**src/rtl/hsdpwm_pkg.sv**
```systemverilog
package hsdpwm_pkg;
  // Strobes from the control half to the datapath half.
  typedef struct packed {
    logic clear;  // drop accumulator and compare value
    logic load;   // period start: sample duty, step modulator
  } ctlStrobes_t;
endpackage

```
**src/rtl/hsdpwm_ctrl.sv**
```systemverilog
module hsdpwm_ctrl
  import hsdpwm_pkg::*;
#(
  parameter int COARSE_W = 5
) (
  input  logic                clk,
  input  logic                rstN,
  input  logic                en,
  output ctlStrobes_t         strobes,
  output logic [COARSE_W-1:0] cnt,
  output logic                run
);
  localparam logic [COARSE_W-1:0] CNT_LAST = '1;

  logic periodStart;
  assign periodStart = en && (!run || (cnt == CNT_LAST));

  always_comb begin
    strobes.clear = !en;
    strobes.load  = periodStart;
  end

  always_ff @(posedge clk or negedge rstN) begin
    if (!rstN) begin
      run <= 1'b0;
      cnt <= '0;
    end else if (!en) begin
      run <= 1'b0;
      cnt <= '0;
    end else if (periodStart) begin
      run <= 1'b1;
      cnt <= '0;
    end else begin
      cnt <= cnt + 1'b1;
    end
  end
endmodule

```
**src/rtl/hsdpwm_dp.sv**
```systemverilog
module hsdpwm_dp
  import hsdpwm_pkg::*;
#(
  parameter int COARSE_W = 5,
  parameter int FINE_W   = 6
) (
  input  logic                         clk,
  input  logic                         rstN,
  input  ctlStrobes_t                  strobes,
  input  logic [COARSE_W+FINE_W-1:0]   duty,
  input  logic [COARSE_W-1:0]          cnt,
  input  logic                         run,
  output logic                         drvHigh,
  output logic                         drvLow
);
  localparam int CMP_W = COARSE_W + 1;

  logic [FINE_W-1:0]   acc;
  logic [CMP_W-1:0]    cmpVal;
  logic [FINE_W:0]     accSum;
  logic [COARSE_W-1:0] coarseField;
  logic [FINE_W-1:0]   fineField;
  logic                pulse;

  assign coarseField = duty[COARSE_W+FINE_W-1:FINE_W];
  assign fineField   = duty[FINE_W-1:0];
  assign accSum      = {1'b0, acc} + {1'b0, fineField};

  always_ff @(posedge clk or negedge rstN) begin
    if (!rstN) begin
      acc    <= '0;
      cmpVal <= '0;
    end else if (strobes.clear) begin
      acc    <= '0;
      cmpVal <= '0;
    end else if (strobes.load) begin
      acc    <= accSum[FINE_W-1:0];
      // the compare value is one bit wider than the counter, so coarse max plus carry fits
      cmpVal <= {1'b0, coarseField} + {{(CMP_W-1){1'b0}}, accSum[FINE_W]};
    end
  end

  assign pulse   = ({1'b0, cnt} < cmpVal);
  assign drvHigh = run && pulse;
  assign drvLow  = run && !pulse;
endmodule

```
**src/rtl/hsdpwm.sv**
```systemverilog
module hsdpwm
  import hsdpwm_pkg::*;
#(
  parameter int COARSE_W = 5,
  parameter int FINE_W   = 6
) (
  input  logic                       clk,
  input  logic                       rstN,
  input  logic                       en,
  input  logic [COARSE_W+FINE_W-1:0] duty,
  output logic                       drvHigh,
  output logic                       drvLow,
  output logic                       powerOn
);
  ctlStrobes_t         strobes;
  logic [COARSE_W-1:0] cnt;
  logic                run;

  hsdpwm_ctrl #(.COARSE_W(COARSE_W)) u_ctrl (
    .clk(clk), .rstN(rstN), .en(en),
    .strobes(strobes), .cnt(cnt), .run(run)
  );

  hsdpwm_dp #(.COARSE_W(COARSE_W), .FINE_W(FINE_W)) u_dp (
    .clk(clk), .rstN(rstN), .strobes(strobes), .duty(duty),
    .cnt(cnt), .run(run), .drvHigh(drvHigh), .drvLow(drvLow)
  );

  assign powerOn = run;
endmodule

```
**config.mk**
```make
export PLATFORM = sky130hd
export DESIGN_NAME = hsdpwm
export DESIGN_NICKNAME = d
export VERILOG_FILES = /design/src/rtl/hsdpwm_pkg.sv /design/src/rtl/hsdpwm_ctrl.sv /design/src/rtl/hsdpwm_dp.sv /design/src/rtl/hsdpwm.sv
export SDC_FILE = /design/constraint.sdc
export NUM_CORES = 1
export LEC_CHECK = 0
export CORE_ASPECT_RATIO = 1.5
export CORE_MARGIN = 8
export CORE_UTILIZATION = 45
export CTS_CLUSTER_DIAMETER = 150
export DETAILED_ROUTE_END_ITERATION = 16
export DONT_BUFFER_PORTS = 1
export GPL_ROUTABILITY_DRIVEN = 0
export SLEW_MARGIN = 20
export SYNTH_ARGS = -nofsm -noshare
export SYNTH_HDL_FRONTEND = slang
export SYNTH_SLANG_ARGS = --single-unit
```
**constraint.sdc**
```tcl
create_clock -name clk -period 3.7 [get_ports clk]
set_input_delay 0.185 -clock clk [delete_from_list [all_inputs] [get_ports clk]]
set_output_delay 0.185 -clock clk [all_outputs]
set_load 0.005 [all_outputs]
```
==> reports/metrics.csv, run 1 <==
stage,metric,value,unit
status,status,completed,
cells_and_area,Final nets,142,
pwr,peak supply drop,0.000202,V
critical_path,Crit path max-delay family,adder cells,
logic_synthesis,post-synth top area cell,dfrtp_1,
floorplanning,IO Pins,17,
floorplanning,# rows,22,
critical_path,R2R Path End,u_dp.cmpVal[4],
critical_path,CP Cell Sequence,ha_1 > inv_1 > fa_1 > nand2b_1 > a21oi_1 > a21o_1 > a21o_1 > ha_1 > ha_1 > nand3_1 > xor2_1 > o22ai_1,
clock_tree,TritonCTS buffer count,3,
logic_synthesis,Ys Warns,0,
clock_tree,CTS root buffer,clkbuf_4,
critical_path,"Max FO, Critical Path",2,
sta,Clock Skews,0.00409,ns
cells_and_area,fraction of layout cells with a size suffix above 1,7.14,%
sta,crit path time final,2.41,ns
critical_path,worst path required time,3.88,ns
critical_path,Reg2Reg Depth,12,
pwr,Logic pwr share,21.3,%
critical_path,Critical Path End Type,flip-flop,
logic_synthesis,synthesized area per cell,10.1,um^2
global_route,total grt overflow,0,
sta,Max Fclk,0.416,GHz
logic_synthesis,top cell type's share of synthesized area,41.2,%
worst_hold_path,HP Class,in -> reg,
cells_and_area,most frequent cells in the layout,"dfrtp_1, ha_1, inv_1",
routing,antenna-violating nets left,0,
logic_synthesis,simple-gate share of the synthesized area,14.0,%
cells_and_area,Layout area overhead,6.52,%
routing,First DRT Iteration DRCs,9,
critical_path,Buf/Inv on CP,1,
floorplanning,Initial Util,46.2,%
run,Max Cap Viol,0,
logic_synthesis,mux contribution to synthesized area,0,%
sta,final setup fails,0,
global_route,largest net degree at the start of global routing,19,
global_route,initial antenna violation count,0,
clock_tree,H-tree depth,1,
logic_synthesis,Yosys cell types,31,
pwr,sw power,0.121,mW
logic_synthesis,combinational family with the most area after synthesis,adder cells,
logic_synthesis,Syn Std Cell Area,1090,um^2
pwr,switching part of the total power,27.9,%
global_route,number of global-route vias before repair,849,
routing,DR pass1 iterations,2,
routing,drc violations,0,
critical_path,FF-to-FF Start,u_dp.acc[0],
routing,DR vias,771,
worst_hold_path,Hold Path Stages,2,
sta,"Hold Vio Cnt, Final",0,
logic_synthesis,sequential area share after synthesis,41.2,%
critical_path,flop2flop setup slack,1.29,ns
critical_path,"most used cell, CP",ha_1,
placement,# port buffers,0,
routing,WL final,2170,um
logic_synthesis,Syn Nets,137,
logic_synthesis,xor and xnor area share after synthesis,6.41,%
critical_path,WP depth,12,
clock_tree,CTS clock-pin slew for the worst setup and hold paths,0.11,ns
sta,Worst-Margin Slew,0.834,ns
pwr,Int Pwr,0.312,mW
pwr,P_leak,0.566,nW
critical_path,WS Path Type,reg -> reg,
pwr,Pwr per Cell Area,371,nW/um^2
clock_tree,TritonCTS clock tree,built,
clock_tree,Max clock buf depth,2,
pwr,Clk pwr share,28.3,%
critical_path,"Slowest-stage cell, CP",dfrtp_1,
sta,Max Slew Vio Count,0,
global_route,first-pass GRT wire length,3800,um
cells_and_area,"most common cell after layout, fill and taps aside",dfrtp_1,
global_route,Total Routing Usage GR,10.7,%
clock_tree,# Post-CTS Setup Buffers,0,
worst_hold_path,Worst Hold End,u_dp.cmpVal[5],
logic_synthesis,post-synthesis register bit count,18,
logic_synthesis,Compound-Gate Fraction of Synth Area,15.8,%
critical_path,crit-path max cell delay,0.37,ns
cells_and_area,n_diodes,0,
logic_synthesis,top post-synthesis cells by area,"dfrtp_1, ha_1, inv_1",
cells_and_area,Non-Filler Instances,136,
sta,unrepaired setup endpoints after global routing,false,
sta,Slew HR,44.2,%
floorplanning,die area,4300,um^2
floorplanning,die height,76.4,um
routing,vias per inst,5.67,
logic_synthesis,Post-Synth Adder-Cell Area,17.8,%
critical_path,Worst setup SP type,flip-flop,
placement,Post-DP HPWL,1690,um
sta,fin crit share,65.0,%
floorplanning,total core area,2370,um^2
critical_path,Worst EP arrival,2.58,ns
clock_tree,worst skew pair latency,0.29,ns
pwr,sequential fraction of design power,50.4,%
worst_hold_path,hold_sp,duty[10],
floorplanning,Die Wd,56.3,um
placement,placed cells,130,
logic_synthesis,Gate Count Post-Synth,108,
sta,Setup TNS,0,ns
routing,WL/cell,15.9,um
clock_tree,TritonCTS Sinks,18,
[cell type report]
cell class	count	area (um^2)
flip-flops and latches	18	450
well taps	24	30.0
multi-input cells	78	591
repair buffers	2	20.0
inverters	10	37.5
fillers	231	1200
clock buffers	4	36.3
[per-stage QoR]
stage / utilization (%) / power, mW / setup WS (ns) / instance area, um^2 / hold WS, ns
after floorplan: - / 0.294 / 1.50 / 1090 / -0.111
after global placement: 46.8 / 0.306 / 1.39 / 1110 / -0.110
after detailed placement: 46.8 / 0.309 / 1.30 / 1110 / -0.110
after CTS: 49.2 / 0.437 / 1.26 / 1160 / 0.0460
after global routing: 49.2 / 0.456 / 1.08 / 1160 / 0.0649
final: 49.2 / 0.432 / 1.29 / 1160 / 0.0507
[cell usage after synthesis]
library cell,count
a211oi_2,1
a21o_1,2
a21oi_1,3
a21oi_2,1
a22o_1,3
a311o_1,1
a32o_1,1
and2_1,3
and3_1,1
buf_6,1
clkbuf_1,1
dfrtp_1,18
fa_1,1
ha_1,14
inv_1,10
nand2_1,9
nand2b_1,3
nand2b_2,1
nand3_1,3
nor2_1,9
nor3_1,1
nor4_1,1
o2111ai_1,1
o21ai_0,2
o21ai_1,2
o22ai_1,4
o31ai_2,1
o32ai_1,1
or2_1,1
xnor2_1,4
xor2_1,4
[state kept, by name, indices dropped and copies added (netlist names)]
register / cells
u_dp.cmpVal: 6
u_ctrl.cnt: 5
u_dp.acc: 6
u_ctrl.run: 1
[routing by layer]
metal / global-route usage [%] / routed length [um]
met1: 11.3 / 855
met2: 19.2 / 1150
met3: 2.83 / 120
met4: 4.35 / 36
met5: 0 / 0
[repair_timing]
item                                   CTS  global route
resized for setup                        0             0
hold buffers                             2             0
endpoints found under the hold margin   19             0
[logic make-up after synthesis]
| logic type | after synthesis |
|---|---|
| flip-flops | 18 |
| adder cells (fa/ha/maj) | 15 |
| AO/OA/AOI/OAI | 23 |
| XOR/XNOR | 8 |
| buffers and inverters | 12 |
| AND/OR/NAND/NOR | 32 |
[how the worst max path moves through the flow]
| stage | from | to |
|---|---|---|
| 6_report | u_dp.acc[0] | u_dp.cmpVal[4] |
| 5_1_grt | u_dp.acc[0] | u_dp.cmpVal[4] |
| 4_1_cts | u_dp.acc[0] | u_dp.cmpVal[4] |
| 3_5_place_dp | u_dp.acc[0] | u_dp.cmpVal[4] |
| 3_3_place_gp | u_dp.acc[0] | u_dp.cmpVal[4] |
| 2_1_floorplan | u_dp.acc[0] | u_dp.cmpVal[4] |
[power by group through the flow]
stage	clock [mW]	sequential, mW	combinational [mW]
3_3_place_gp	0	0.222	0.0839
2_1_floorplan	0	0.220	0.0742
6_report	0.123	0.218	0.0919
3_5_place_dp	0	0.222	0.0874
4_1_cts	0.125	0.218	0.0939
5_1_grt	0.128	0.220	0.107
Power figures use the tool's default switching activity.
==> inputs of run 2 (changes only) <==
==> constraint.sdc (replaced) <==
create_clock -name clk -period 2.4 [get_ports clk]
set_input_delay 0.12 -clock clk [delete_from_list [all_inputs] [get_ports clk]]
set_output_delay 0.12 -clock clk [all_outputs]
set_load 0.005 [all_outputs]
==> run 2 against run 1 <==
Via count up 5.1%. Clock power up 52%. Sequential cell count unchanged. Worst setup slack worse by 1.2 ns. Largest power group unchanged. Worst hold slack worse by 0.046 ns.
==> reports/metrics.csv, run 2 (synthesis gave the netlist of run 1 again) <==
stage,metric,value,unit,change
status,status,completed,,
pwr,switching part of the total power,28.1,%,+0.23 points
floorplanning,# rows,22,,unchanged
routing,DR pass1 iterations,4,,+2
sta,Max Slew Vio Count,0,,unchanged
routing,antenna-violating nets left,0,,unchanged
critical_path,Worst setup SP type,flip-flop,,
floorplanning,Die Wd,56.3,um,unchanged
sta,"Hold Vio Cnt, Final",0,,unchanged
routing,DR WL met2,1170,um,+1.2%
critical_path,WS Path Type,reg -> reg,,
sta,Worst-Margin Slew,0.824,ns,-0.00991 ns
cells_and_area,Layout area overhead,12.1,%,
pwr,sw power,0.191,mW,+59%
critical_path,Critical Path End Type,flip-flop,,
floorplanning,die area,4300,um^2,unchanged
critical_path,"Max FO, Critical Path",2,,unchanged
run,Max Cap Viol,0,,unchanged
sta,crit path time final,2.29,ns,-0.116 ns
global_route,largest net degree at the start of global routing,19,,unchanged
placement,# port buffers,0,,unchanged
cells_and_area,n_diodes,0,,unchanged
sta,Max Fclk,0.437,GHz,+5.1%
pwr,Pwr per Cell Area,555,nW/um^2,+50%
cells_and_area,Non-Filler Instances,140,,+2.9%
cells_and_area,filler cell count,224,,-3.0%
clock_tree,CTS root buffer,clkbuf_4,,
global_route,first-pass GRT wire length,3620,um,-4.7%
critical_path,CP Cell Sequence,ha_2 > inv_1 > fa_2 > nand2b_4 > a21oi_4 > a21o_1 > a21o_1 > ha_1 > ha_2 > nand3_1 > xor2_1 > o22ai_1,,
pwr,Int Pwr,0.489,mW,+57%
routing,WL/cell,15.6,um,-1.8%
cells_and_area,top flop regs,"u_dp.acc x6, u_dp.cmpVal x6, u_ctrl.cnt x5",,
cells_and_area,Final nets,146,,+2.8%
floorplanning,Initial Util,46.2,%,unchanged
floorplanning,IO Pins,17,,unchanged
sta,Slew HR,44.9,%,+0.66 points
critical_path,Crit path max-delay family,adder cells,,
critical_path,crit-path max cell delay,0.36,ns,about the same
critical_path,Buf/Inv on CP,1,,unchanged
routing,drc violations,0,,unchanged
global_route,initial antenna violation count,0,,unchanged
critical_path,"Slowest-stage cell, CP",dfrtp_1,,
clock_tree,TritonCTS Sinks,18,,unchanged
pwr,Clk pwr share,27.5,%,-0.8 points
pwr,peak supply drop,0.000307,V,+52%
global_route,Total Routing Usage GR,10.4,%,-0.29 points
pwr,Logic pwr share,23.1,%,+1.8 points
critical_path,worst path required time,2.58,ns,-1.30 ns
routing,top metal layer carrying routed signals,met4,,
global_route,total grt overflow,0,,unchanged
cells_and_area,final instance area,1230,um^2,+5.3%
placement,placed cells,130,,unchanged
floorplanning,total core area,2370,um^2,unchanged
clock_tree,Max clock buf depth,2,,unchanged
routing,met3 WL post-DR,120,um,unchanged
routing,DR vias,810,,+5.1%
cells_and_area,area of the multi-input gates,617,um^2,+4.4%
cells_and_area,fraction of layout cells with a size suffix above 1,12.9,%,+5.8 points
routing,First DRT Iteration DRCs,14,,+5
clock_tree,TritonCTS buffer count,3,,unchanged
global_route,number of global-route vias before repair,835,,-1.6%
floorplanning,die height,76.4,um,unchanged
pwr,total power,0.681,mW,+57%
clock_tree,CTS clock-pin slew for the worst setup and hold paths,0.11,ns,about the same
routing,vias per inst,5.79,,+2.1%
routing,WL final,2190,um,+1.1%
placement,Post-DP HPWL,1670,um,-0.97%
pwr,sequential fraction of design power,49.4,%,-1.0 points
routing,M1 wire length,867,um,+1.4%
clock_tree,worst skew pair latency,0.29,ns,about the same
pwr,P_leak,0.589,nW,+4.0%
sta,final setup fails,0,,unchanged
clock_tree,H-tree depth,1,,unchanged
cells_and_area,most frequent cells in the layout,"dfrtp_1, ha_1, inv_1",,
cells_and_area,"most common cell after layout, fill and taps aside",dfrtp_1,,
cells_and_area,Sequential Area,450,um^2,unchanged
critical_path,Worst EP arrival,2.46,ns,-0.12 ns
sta,Clock Skews,0.00485,ns,+0.000758 ns
clock_tree,TritonCTS clock tree,built,,
sta,fin crit share,95.4,%,+30 points
placement,Area after DPL,1110,um^2,unchanged
worst_hold_path,HP Class,in -> reg,,
run 2: cell count changes in the layout (fill, tap and decap cells not counted):
cell / before / now
ha_1: 14 / 12
a21oi_4: 0 / 1
buf_4: 0 / 2
fa_2: 0 / 1
dlygate4sd3_1: 2 / 4
nand2b_1: 3 / 2
ha_2: 0 / 2
a21oi_1: 3 / 2
fa_1: 1 / 0
nand2b_4: 0 / 1
run 2: power by group through the flow:
stage / Combinational, mW / Clock, mW / Sequential (mW)
2_1_floorplan: 0.114 / 0 / 0.339
4_1_cts: 0.148 / 0.193 / 0.336
3_3_place_gp: 0.129 / 0 / 0.342
5_1_grt: 0.178 / 0.200 / 0.339
3_5_place_dp: 0.134 / 0 / 0.342
6_report: 0.157 / 0.187 / 0.336
run 2: final timing paths:
kind / start / to / slack, ns / depth (start not counted)
setup / recovery: u_dp.acc[0] / u_dp.cmpVal[4] / 0.11 / 12
hold / removal: duty[10] / u_dp.cmpVal[4] / 0.005 / 2
setup reg to reg: u_dp.acc[0] / u_dp.cmpVal[4] / 0.11 / 12
hold reg to reg: u_dp.acc[3] / u_dp.acc[3] / 0.50 / 2
max in group asynchronous: rstN / u_dp.acc[2] / 1.53 / 1
min in group asynchronous: rstN / u_dp.cmpVal[3] / 0.36 / 1
run 2: cell type report:
class                      count  area share (%)
inverter                      10            3.06
sequential                    18            36.7
clock buffer                   4            2.96
multi-input combinational     78            50.3
tap                           24            2.45
timing repair buffer           6            4.49
run 2: what timing repair did:
item,4_1_cts,5_1_grt
pin swaps,0,3
endpoints found under the setup margin,1,2
hold buffers,4,0
buffers inserted,0,2
gates resized for setup,1,5
endpoints found under the hold margin,20,0
run 2: per-layer routing:
metal | vias to the layer above | global-route usage [%]
met3 | 4 | 3.17
met4 | 0 | 4.35
li1 | 392 | -
met2 | 15 | 18.6
met5 | - | 0
met1 | 399 | 10.7
run 2: stage by stage:
step	utilization, %	hold WS, ns	TNS (ns)	setup slack [ns]
after floorplan	-	-0.176	0	0.203
after global placement	46.8	-0.175	0	0.0901
after detailed placement	46.8	-0.175	0	0.00784
after CTS	50.2	0.00384	0	0.0300
after global routing	51.8	0.0215	-0.00532	-0.00532
final	51.8	0.00489	0	0.111
==> inputs of run 3 (changes only) <==
==> constraint.sdc (replaced) <==
create_clock -name clk -period 2.02 [get_ports clk]
set_input_delay 0.101 -clock clk [delete_from_list [all_inputs] [get_ports clk]]
set_output_delay 0.101 -clock clk [all_outputs]
set_load 0.005 [all_outputs]
==> run 3 against run 2 <==
The run now ends with negative setup slack left. Utilization increased by 4.7 points. Clock skew decreased by 0.0029 ns. Count of clock-buffer cells in the layout unchanged. Sequential cell count unchanged. Cell count increased by 5.7%.
==> reports/metrics.csv, run 3 (synthesis gave the netlist of run 1 again) <==
stage,metric,value,unit,change
status,status,"finished, violations left",,
status,failing checks,negative setup slack,,
pwr,P_leak,0.632,nW,+7.4%
critical_path,Crit path max-delay family,adder cells,,
clock_tree,TritonCTS clock tree,built,,
critical_path,FF-to-FF Start,u_dp.acc[0],,
clock_tree,CTS root buffer,clkbuf_4,,
cells_and_area,top flop regs,"u_dp.acc x6, u_dp.cmpVal x6, u_ctrl.cnt x5",,
routing,drc violations,0,,unchanged
cells_and_area,Final nets,154,,+5.5%
sta,Max Slew Vio Count,0,,unchanged
floorplanning,IO Pins,17,,unchanged
critical_path,R2R Path End,u_dp.cmpVal[2],,
clock_tree,Max clock buf depth,2,,unchanged
global_route,first-pass GRT wire length,4050,um,+12%
critical_path,Critical Path End Type,flip-flop,,
critical_path,CP Cell Sequence,ha_2 > inv_2 > fa_2 > nand2b_4 > a21oi_4 > a21o_1 > a21o_1 > ha_4 > ha_4 > buf_4 > xnor2_2 > o22ai_1,,
routing,WL/cell,16.1,um,+3.2%
sta,Setup WS post-layout,-0.150,ns,-0.260 ns
sta,unrepaired setup endpoints after global routing,true,,
floorplanning,die area,4300,um^2,unchanged
sta,Slew HR,45.7,%,+0.83 points
floorplanning,total core area,2370,um^2,unchanged
cells_and_area,most frequent cells in the layout,"dfrtp_1, ha_1, inv_1, nor2_1, nand2_1",,
pwr,peak supply drop,0.000328,V,+7.0%
clock_tree,TritonCTS Sinks,18,,unchanged
sta,crit path time final,2.17,ns,-0.120 ns
worst_hold_path,Worst Hold End,u_dp.cmpVal[1],,
critical_path,Worst EP arrival,2.34,ns,-0.12 ns
global_route,total grt overflow,0,,unchanged
cells_and_area,n_diodes,0,,unchanged
sta,Setup TNS,-0.355,ns,-0.355 ns
routing,vias per inst,5.67,,-2.0%
critical_path,worst path required time,2.19,ns,-0.39 ns
routing,WL final,2390,um,+9.1%
routing,DR vias,839,,+3.6%
cells_and_area,post-layout util,56.4,%,+4.7 points
cells_and_area,"most common cell after layout, fill and taps aside",dfrtp_1,,
pwr,total power,0.844,mW,+24%
floorplanning,Initial Util,46.2,%,unchanged
global_route,initial antenna violation count,0,,unchanged
critical_path,Buf/Inv on CP,2,,+1
critical_path,crit-path max cell delay,0.36,ns,about the same
critical_path,flop2flop setup slack,-0.15,ns,-0.26 ns
worst_hold_path,HP Class,in -> reg,,
floorplanning,Die Wd,56.3,um,unchanged
global_route,number of global-route vias before repair,922,,+10%
routing,antenna-violating nets left,0,,unchanged
clock_tree,CTS clock-pin slew for the worst setup and hold paths,0.11,ns,about the same
critical_path,Reg2Reg Depth,12,,unchanged
critical_path,"Slowest-stage cell, CP",dfrtp_1,,
sta,"Hold Vio Cnt, Final",0,,unchanged
sta,Worst-Margin Slew,0.812,ns,-0.0124 ns
cells_and_area,Layout area overhead,22.2,%,
clock_tree,TritonCTS buffer count,3,,unchanged
critical_path,WS Path Type,reg -> reg,,
placement,Post-DP HPWL,1880,um,+13%
pwr,Pwr per Cell Area,631,nW/um^2,+14%
sta,Max Fclk,0.461,GHz,+5.5%
run,Max Cap Viol,0,,unchanged
cells_and_area,fraction of layout cells with a size suffix above 1,21.0,%,+8.0 points
worst_hold_path,hold_sp,duty[7],,
floorplanning,# rows,22,,unchanged
global_route,largest net degree at the start of global routing,19,,unchanged
routing,DR pass1 iterations,4,,unchanged
floorplanning,die height,76.4,um,unchanged
clock_tree,H-tree depth,1,,unchanged
worst_hold_path,Hold Path Stages,3,,+1
critical_path,"Max FO, Critical Path",2,,unchanged
clock_tree,worst skew pair latency,0.29,ns,about the same
sta,final setup fails,5,,+5
routing,First DRT Iteration DRCs,21,,+7
placement,# port buffers,0,,unchanged
placement,Area after DPL,1180,um^2,+6.7%
global_route,Total Routing Usage GR,11.4,%,+1.0 points
sta,Clock Skews,0.00198,ns,-0.00287 ns
critical_path,Worst setup SP type,flip-flop,,
cells_and_area,final instance area,1340,um^2,+9.0%
sta,fin crit share,107,%,+12 points
run 3: changes by cell type in the layout (fill, tap and decap cells not counted):
cell           previous run  this run
buf_4                     2         7
dlygate4sd3_1             4         7
ha_1                     12        11
ha_2                      2         1
ha_4                      0         2
inv_1                    10         9
inv_2                     0         1
nand2_1                   9         8
nand2_2                   0         1
nand3_1                   3         1
nand3_2                   0         2
xnor2_1                   4         3
xnor2_2                   0         1
run 3: layer usage:
layer  vias to the layer above  wire (um)  GRT usage [%]
met3                         2        102           2.83
met2                        14       1340           21.3
met4                         0         21           4.59
li1                        407          -              -
met5                         -          0              0
met1                       416        924           11.5
run 3: timing repair:
action	CTS	global route
endpoints found under the hold margin	22	2
resized for setup	1	4
hold buffers	5	2
setup endpoints to repair	6	6
buffers inserted	0	2
pin swaps	5	3
run 3: tightest hold or removal path, cell delays in order:
cell	delay [ns]
ha_4	0.10
nand2_2	0.03
o21ai_1	0.05
run 3: where the power goes:
| part | internal (mW) | switching (mW) | total (mW) |
|---|---|---|---|
| sequential | 0.384 | 0.0154 | 0.400 |
| combinational | 0.111 | 0.110 | 0.221 |
| clock | 0.110 | 0.113 | 0.223 |
run 3: area by class of cell:
cell class,instances,area (um^2)
Tap cell,24,30.0
Multi-Input combinational cell,78,659
Fill cell,209,1030
Inverter,10,37.5
Timing Repair Buffer,14,123
Clock buffer,4,36.3
Sequential cell,18,450
run 3: how the worst max path moves through the flow:
stage,startpoint,end,slack [ns],depth (start not counted)
floorplan,u_dp.acc[0],u_dp.cmpVal[4],-0.11,12
global placement,u_dp.acc[0],u_dp.cmpVal[4],-0.15,12
detailed placement,u_dp.acc[0],u_dp.cmpVal[4],-0.19,12
CTS,u_dp.acc[0],u_dp.cmpVal[4],-0.15,12
global route,u_dp.acc[0],u_dp.cmpVal[2],-0.26,12
finish,u_dp.acc[0],u_dp.cmpVal[2],-0.15,12
run 3: per-stage QoR:
step	cells	setup slack (ns)	hold slack [ns]
6_report	148	-0.150	0.0319
5_1_grt	148	-0.257	0.0306
4_1_cts	144	-0.153	0.00197
3_3_place_gp	135	-0.149	-0.194
2_1_floorplan	108	-0.106	-0.195
3_5_place_dp	135	-0.194	-0.194
